## src/rtl/cordic_rot_pkg.sv

```systemverilog
`timescale 1ns/1ps
// Package: cordic_rot_pkg
// Shared definitions for the CORDIC rotator: the coarse quadrant code and
// the per-stage arctangent constants. Assumes angles are binary fractions of
// a full turn; the base table is for a 16-bit phase word and is rescaled by
// a power of two for other phase widths.
package cordic_rot_pkg;

    // Coarse turn selected by the two phase MSBs; order is behaviour.
    typedef enum logic [1:0] {
        QUAD_0   = 2'b00,
        QUAD_90  = 2'b01,
        QUAD_180 = 2'b10,
        QUAD_270 = 2'b11
    } quad_e;

    // atan(2^-idx) in units of 2^-16 turn, rounded; rescaled to zw bits.
    function automatic int stage_angle(input int idx, input int zw);
        int base;
        case (idx)
            0:       base = 8192;
            1:       base = 4836;
            2:       base = 2555;
            3:       base = 1297;
            4:       base = 651;
            5:       base = 326;
            6:       base = 163;
            7:       base = 81;
            8:       base = 41;
            9:       base = 20;
            10:      base = 10;
            11:      base = 5;
            default: base = (idx < 30) ? (10430 >> idx) : 0;
        endcase
        if (zw >= 16) begin
            return base << (zw - 16);
        end
        return base >> (16 - zw);
    endfunction

endpackage

```

## src/rtl/cordic_quadrant.sv

```systemverilog
`timescale 1ns/1ps
// Module: cordic_quadrant
// Entry stage of the rotator. Sign-extends X and Y by two guard bits, turns
// the vector by 0/90/180/270 degrees from the two phase MSBs, and registers
// the result with the remaining phase bits as a non-negative residual angle.
// Assumes ZW >= 4; the residual is ZW-1 bits wide, so its MSB starts at zero.
module cordic_quadrant #(
    parameter int DW = 16,
    parameter int ZW = 16,
    localparam int IW = DW + 2,
    localparam int RW = ZW - 1
) (
    input  logic                 clk,
    input  logic                 rst_n,
    input  logic                 en,
    input  logic [DW-1:0]        xi,
    input  logic [DW-1:0]        yi,
    input  logic [ZW-1:0]        zi,
    output logic signed [IW-1:0] x_q,
    output logic signed [IW-1:0] y_q,
    output logic signed [RW-1:0] z_q
);
    import cordic_rot_pkg::*;

    logic signed [IW-1:0] x_ext;
    logic signed [IW-1:0] y_ext;
    logic signed [IW-1:0] x_map;
    logic signed [IW-1:0] y_map;
    logic signed [RW-1:0] z_res;
    quad_e                quad;

    // Widen the inputs and select the coarse turn.
    always_comb begin
        x_ext = {{2{xi[DW-1]}}, xi};
        y_ext = {{2{yi[DW-1]}}, yi};
        quad  = quad_e'(zi[ZW-1 -: 2]);
        z_res = {2'b00, zi[ZW-3:0]};
        case (quad)
            QUAD_90: begin
                x_map = -y_ext;
                y_map = x_ext;
            end
            QUAD_180: begin
                x_map = -x_ext;
                y_map = -y_ext;
            end
            QUAD_270: begin
                x_map = y_ext;
                y_map = -x_ext;
            end
            default: begin
                x_map = x_ext;
                y_map = y_ext;
            end
        endcase
    end

    // Entry register: cleared by reset, loaded only when enabled.
    always_ff @(posedge clk) begin
        if (!rst_n) begin
            x_q <= '0;
            y_q <= '0;
            z_q <= '0;
        end else if (en) begin
            x_q <= x_map;
            y_q <= y_map;
            z_q <= z_res;
        end
    end

endmodule

```

## src/rtl/cordic_microstage.sv

```systemverilog
`timescale 1ns/1ps
// Module: cordic_microstage
// One registered micro-rotation. The sign of the residual angle picks the
// direction. X and Y are updated with each other shifted arithmetically right
// by SHIFT, and the stage angle ANGLE is taken from or added to the residual.
// Assumes ANGLE fits in RW-1 bits and that SHIFT < IW.
module cordic_microstage #(
    parameter int IW    = 18,
    parameter int RW    = 15,
    parameter int SHIFT = 0,
    parameter int ANGLE = 8192
) (
    input  logic                 clk,
    input  logic                 rst_n,
    input  logic                 en,
    input  logic signed [IW-1:0] x_i,
    input  logic signed [IW-1:0] y_i,
    input  logic signed [RW-1:0] z_i,
    output logic signed [IW-1:0] x_o,
    output logic signed [IW-1:0] y_o,
    output logic signed [RW-1:0] z_o
);
    localparam logic signed [RW-1:0] STEP = RW'(ANGLE);

    logic signed [IW-1:0] x_sh;
    logic signed [IW-1:0] y_sh;
    logic signed [IW-1:0] x_nx;
    logic signed [IW-1:0] y_nx;
    logic signed [RW-1:0] z_nx;
    logic                 z_neg;

    // Shift-and-add step, direction from the residual sign.
    always_comb begin
        x_sh  = x_i >>> SHIFT;
        y_sh  = y_i >>> SHIFT;
        z_neg = z_i[RW-1];
        if (!z_neg) begin
            x_nx = x_i - y_sh;
            y_nx = y_i + x_sh;
            z_nx = z_i - STEP;
        end else begin
            x_nx = x_i + y_sh;
            y_nx = y_i - x_sh;
            z_nx = z_i + STEP;
        end
    end

    // Stage register: cleared by reset, loaded only when enabled.
    always_ff @(posedge clk) begin
        if (!rst_n) begin
            x_o <= '0;
            y_o <= '0;
            z_o <= '0;
        end else if (en) begin
            x_o <= x_nx;
            y_o <= y_nx;
            z_o <= z_nx;
        end
    end

endmodule

```

## src/rtl/cordic_rotator.sv

```systemverilog
`timescale 1ns/1ps
// Module: cordic_rotator
// Top of the pipelined CORDIC rotator. It holds one quadrant entry stage
// followed by STAGES micro-rotation stages, where stage g shifts by g. The
// outputs come straight from the last stage's registers. The gain is left
// uncompensated. Assumes ZW >= 4 and STAGES < IW.
module cordic_rotator #(
    parameter int DW     = 16,
    parameter int ZW     = 16,
    parameter int STAGES = 12,
    localparam int IW = DW + 2,
    localparam int RW = ZW - 1
) (
    input  logic          clk,
    input  logic          rst_n,
    input  logic          en,
    input  logic [DW-1:0] xi,
    input  logic [DW-1:0] yi,
    input  logic [ZW-1:0] zi,
    output logic [IW-1:0] xo,
    output logic [IW-1:0] yo,
    output logic [ZW-1:0] zo
);
    logic signed [IW-1:0] x_pipe [STAGES+1];
    logic signed [IW-1:0] y_pipe [STAGES+1];
    logic signed [RW-1:0] z_pipe [STAGES+1];

    cordic_quadrant #(
        .DW(DW),
        .ZW(ZW)
    ) u_quad (
        .clk  (clk),
        .rst_n(rst_n),
        .en   (en),
        .xi   (xi),
        .yi   (yi),
        .zi   (zi),
        .x_q  (x_pipe[0]),
        .y_q  (y_pipe[0]),
        .z_q  (z_pipe[0])
    );

    for (genvar g = 0; g < STAGES; g++) begin : g_stage
        cordic_microstage #(
            .IW   (IW),
            .RW   (RW),
            .SHIFT(g),
            .ANGLE(cordic_rot_pkg::stage_angle(g, ZW))
        ) u_stage (
            .clk  (clk),
            .rst_n(rst_n),
            .en   (en),
            .x_i  (x_pipe[g]),
            .y_i  (y_pipe[g]),
            .z_i  (z_pipe[g]),
            .x_o  (x_pipe[g+1]),
            .y_o  (y_pipe[g+1]),
            .z_o  (z_pipe[g+1])
        );
    end

    // Drive the ports from the final stage; residual sign-extended by one bit.
    always_comb begin
        xo = x_pipe[STAGES];
        yo = y_pipe[STAGES];
        zo = {z_pipe[STAGES][RW-1], z_pipe[STAGES]};
    end

endmodule

```

## config.mk

```make
export PLATFORM = sky130hd
export DESIGN_NAME = cordic_rotator
export DESIGN_NICKNAME = d
export VERILOG_FILES = /design/src/rtl/cordic_rot_pkg.sv /design/src/rtl/cordic_quadrant.sv /design/src/rtl/cordic_microstage.sv /design/src/rtl/cordic_rotator.sv
export SDC_FILE = /design/constraint.sdc
export NUM_CORES = 2
export LEC_CHECK = 0
export CORE_MARGIN = 3
export CORE_UTILIZATION = 33
export CTS_CLUSTER_SIZE = 10
export DETAILED_ROUTE_END_ITERATION = 10
export DONT_BUFFER_PORTS = 1
export SLEW_MARGIN = 20
export SYNTH_ARGS = -nofsm -noshare
export SYNTH_HDL_FRONTEND = slang
export SYNTH_SLANG_ARGS = --single-unit
```

## constraint.sdc

```tcl
create_clock -name clk -period 4.72 [get_ports clk]
set_input_delay 0.472 -clock clk [delete_from_list [all_inputs] [get_ports clk]]
set_output_delay 0.472 -clock clk [all_outputs]
set_load 0.03 [all_outputs]
```

==> impl_results.md <==
* Cell Area, Synth at between 50000 and 60000 µm²
* Yosys warns at 0
* Async SR Flop Fraction at 0
* Die W at approximately 400 µm
* CP max FO at 6
* Post-synthesis net count at ~7100
* Initial antenna violation count at 4
* Seq. cell area at between 10000 and 15000 µm²
* Core Region at approximately 160000 µm²
* Setup violators final at 0
* Setup bufs post-CTS at 0
* Count of final max-slew check failures at 0
* Commonest cells after routing, fill and taps aside: 811 x nor2_1, 660 x dfxtp_1, 580 x ha_1
* Kind of critical path: reg2reg
* Drt drc at 0
* #FFs+latches synth at between 600 and 700
* RSZ-0062 raised after global routing: false
* Pwr/cell area at 859 nW/µm²
* Area grow syn2layout at 9.51%
* Power share of the combinational group at 0.674
* Row cnt at roughly 150
* Total negative slack at 0 ns
* Synth cell types at 85
* Clock tree from TritonCTS: yes
* GR Util All Layers at 0.172
* Fin crit share at 0.879
* Worst skew pair latency at 0.67 ns
* Max Fclk at around 240 MHz
* Skew final at between 0.03 and 0.04 ns
* TritonCTS buffer count at 84
* First-pass GRT wire length at between 200 and 250 mm
* Multi-input logic area at between 30000 and 40000 µm²
* I/O Buffers at 0
* Share of layout cells above drive strength 1 at 0.0386
* Minimum clock period at about 4.2 ns
* # nets final at 7041
* GR Overflow Total at 0
* Clock power frac at 0.127
* Ys flop type: dfxtp_1
* Net Sw Power at approximately 24 mW
* CP Capture Type: register
* DR iter-0 viols at slightly below 3000
* Least-Margin Pin Slew at approximately 0.97 ns
* WL/cell at 17.1 µm
* Final hold violations at 0
* Hold Slack at approximately 0.04 ns
* Max-cap violations at 0
* Fill cell count at between 15000 and 20000
* Part of the power in registers at 0.200
* Detailed Routing Iterations Pass 1 at 9
* Pint at 25.5 mW
* Clock-pin slew on the worst setup and hold paths at ~0.06 ns
* Root Driver: clkbuf_16
* WL final at ~150 mm
* EDFF count, synth at 0
* Post-DP HPWL at 108 mm
* Post-DR vias/cell at 5.27
* Arrival @ worst endpoint at 4.66 ns
* Die height at a little over 400 µm
* Clock net sink count at 660
* Seq/Total Area, Yosys at 0.253
* Largest net degree at the start of global routing at between 500 and 600
* Max Root-Sink Buffers at 3
* CP required at roughly 5.2 ns
* Number of global-route vias before repair at between 40000 and 50000
* Placer Congestion at about 0.91
* Peak VDD IR at ~0.00049 V
* Starting density of the core at 0.333
* Status: finished clean
* Commonest non-fill, non-tap cell in the layout: nor2_1
* Placed Area at about 54000 µm²
* IO Count at between 100 and 150
* Class of the worst hold path: in2reg
* Routed via count at roughly 45000
* Setup crit start kind: register
* Synth Instances at between 6000 and 7000
* Worst slew margin at 0.353
* Detail Route Antenna Nets at 0
* Full die area at ~160000 µm²
* Design area at around 57000 µm²
* Mapped Avg Cell Area at between 8 and 9 µm²
* Sw Ratio at 0.480
* H-tree levels at 3
* Leakage at 25.3 nW
flip-flops by register name, indices dropped and copies added (netlist names):
register             count
u_quad.z_q              14
u_quad.x_q              18
g_stage.u_stage.y_o    216
g_stage.u_stage.x_o    215
u_quad.y_q              18
g_stage.u_stage.z_o    179
synthesized netlist by cell type, types with 11 or more instances:
library cell / number / share of area
or3_1: 47 / 0.0056
o41ai_1: 22 / 0.0037
o21bai_1: 72 / 0.010
and3_1: 38 / 0.0046
a21o_1: 189 / 0.027
a21boi_0: 13 / 0.0019
a31oi_1: 52 / 0.0062
nor4_1: 25 / 0.0030
o211ai_1: 28 / 0.0040
a211oi_1: 120 / 0.017
or4_1: 15 / 0.0022
clkbuf_1: 212 / 0.015
o31ai_1: 33 / 0.0047
a311oi_1: 15 / 0.0025
xnor2_1: 461 / 0.077
buf_1: 28 / 0.0020
nor3_1: 165 / 0.016
inv_1: 263 / 0.019
ha_1: 580 / 0.14
o21a_1: 64 / 0.0092
nand2_1: 458 / 0.033
dfxtp_1: 660 / 0.25
a21oi_1: 543 / 0.052
a41o_1: 16 / 0.0031
nand4_1: 13 / 0.0016
fa_1: 35 / 0.013
a32o_1: 11 / 0.0021
o21ai_0: 410 / 0.039
nor2_1: 813 / 0.058
a2111oi_0: 12 / 0.0020
mux2_2: 21 / 0.0045
xor2_1: 254 / 0.043
nand2b_1: 56 / 0.0067
a41oi_1: 11 / 0.0018
mux2i_1: 323 / 0.062
nand3_1: 97 / 0.0093
or2_2: 14 / 0.0017
a211o_1: 20 / 0.0034
and2_1: 21 / 0.0025
nor2b_1: 81 / 0.0097
worst max-delay path, cell delays in order (launching register included):
cell and delay [ns]:
dfxtp_1 0.36, or3_1 0.40, or3_1 0.35, or3_1 0.33
ha_1 0.27, a21oi_1 0.15, ha_1 0.29, a21o_1 0.20
a211oi_1 0.29, o21ai_0 0.18, a221oi_1 0.42, o21bai_1 0.10
a21oi_1 0.22, o21ai_0 0.15, xnor2_1 0.19, o21ai_0 0.10
per-stage QoR:
step                power, mW  instances  setup WS [ns]   util
detailed placement       42.4       8326          0.606  0.347
global route             53.7       8481          0.222  0.365
global placement         41.9       8326          0.518  0.347
floorplan                34.9       6464          0.999      -
CTS                      49.0       8477          0.564  0.364
finish                   49.1       8482          0.570  0.365
power groups by stage:
stage               registers [mW]  clock network (mW)  logic, mW
floorplan                     8.78                   0       26.1
finish                        9.80                6.22       33.1
global route                  10.0                6.59       37.1
detailed placement            9.89                   0       32.5
CTS                           9.79                6.38       32.8
global placement              9.87                   0       32.0
cells by family after synthesis:
logic type      share of synthesized area
flops                               0.253
xor+xnor                            0.120
buf+inv                            0.0369
fa+ha+maj                           0.152
simple gates                        0.161
mux                                0.0678
compound gates                      0.208
area by class of cell:
class | instances | area share
Inverter | 264 | 0.0175
Timing Repair Buffer | 70 | 0.0122
Sequential cell | 660 | 0.231
Multi-Input combinational cell | 5295 | 0.649
Clock buffer | 114 | 0.0407
Tap cell | 2058 | 0.0451
Antenna cell | 1 | 0.0000438
Clock inverter | 20 | 0.00458
timing repair:
item,in CTS,in global routing
hold buffers,17,1
gates resized for setup,0,0
endpoints found under the hold margin,40,23
routing by layer:
layer | vias to the layer above | track usage | wire length (µm)
li1 | 22800 | - | -
met1 | 20900 | 0.238 | 70300
met2 | 887 | 0.278 | 63800
met3 | 183 | 0.0244 | 7340
met4 | 0 | 0.0483 | 3570
met5 | - | 0 | 0
path summary, 6_finish.rpt:
check | start | depth (start not counted) | slack (ns) | to
hold reg to reg | g_stage[6].u_stage.z_o[10] | 2 | 0.46 | g_stage[6].u_stage.z_o[10]
hold / removal | yi[15] | 2 | 0.04 | u_quad.x_q[17]
setup / recovery | g_stage[10].u_stage.y_o[13] | 15 | 0.57 | g_stage[11].u_stage.x_o[17]
setup reg to reg | g_stage[10].u_stage.y_o[13] | 15 | 0.57 | g_stage[11].u_stage.x_o[17]
Power figures use the tool's default switching activity.
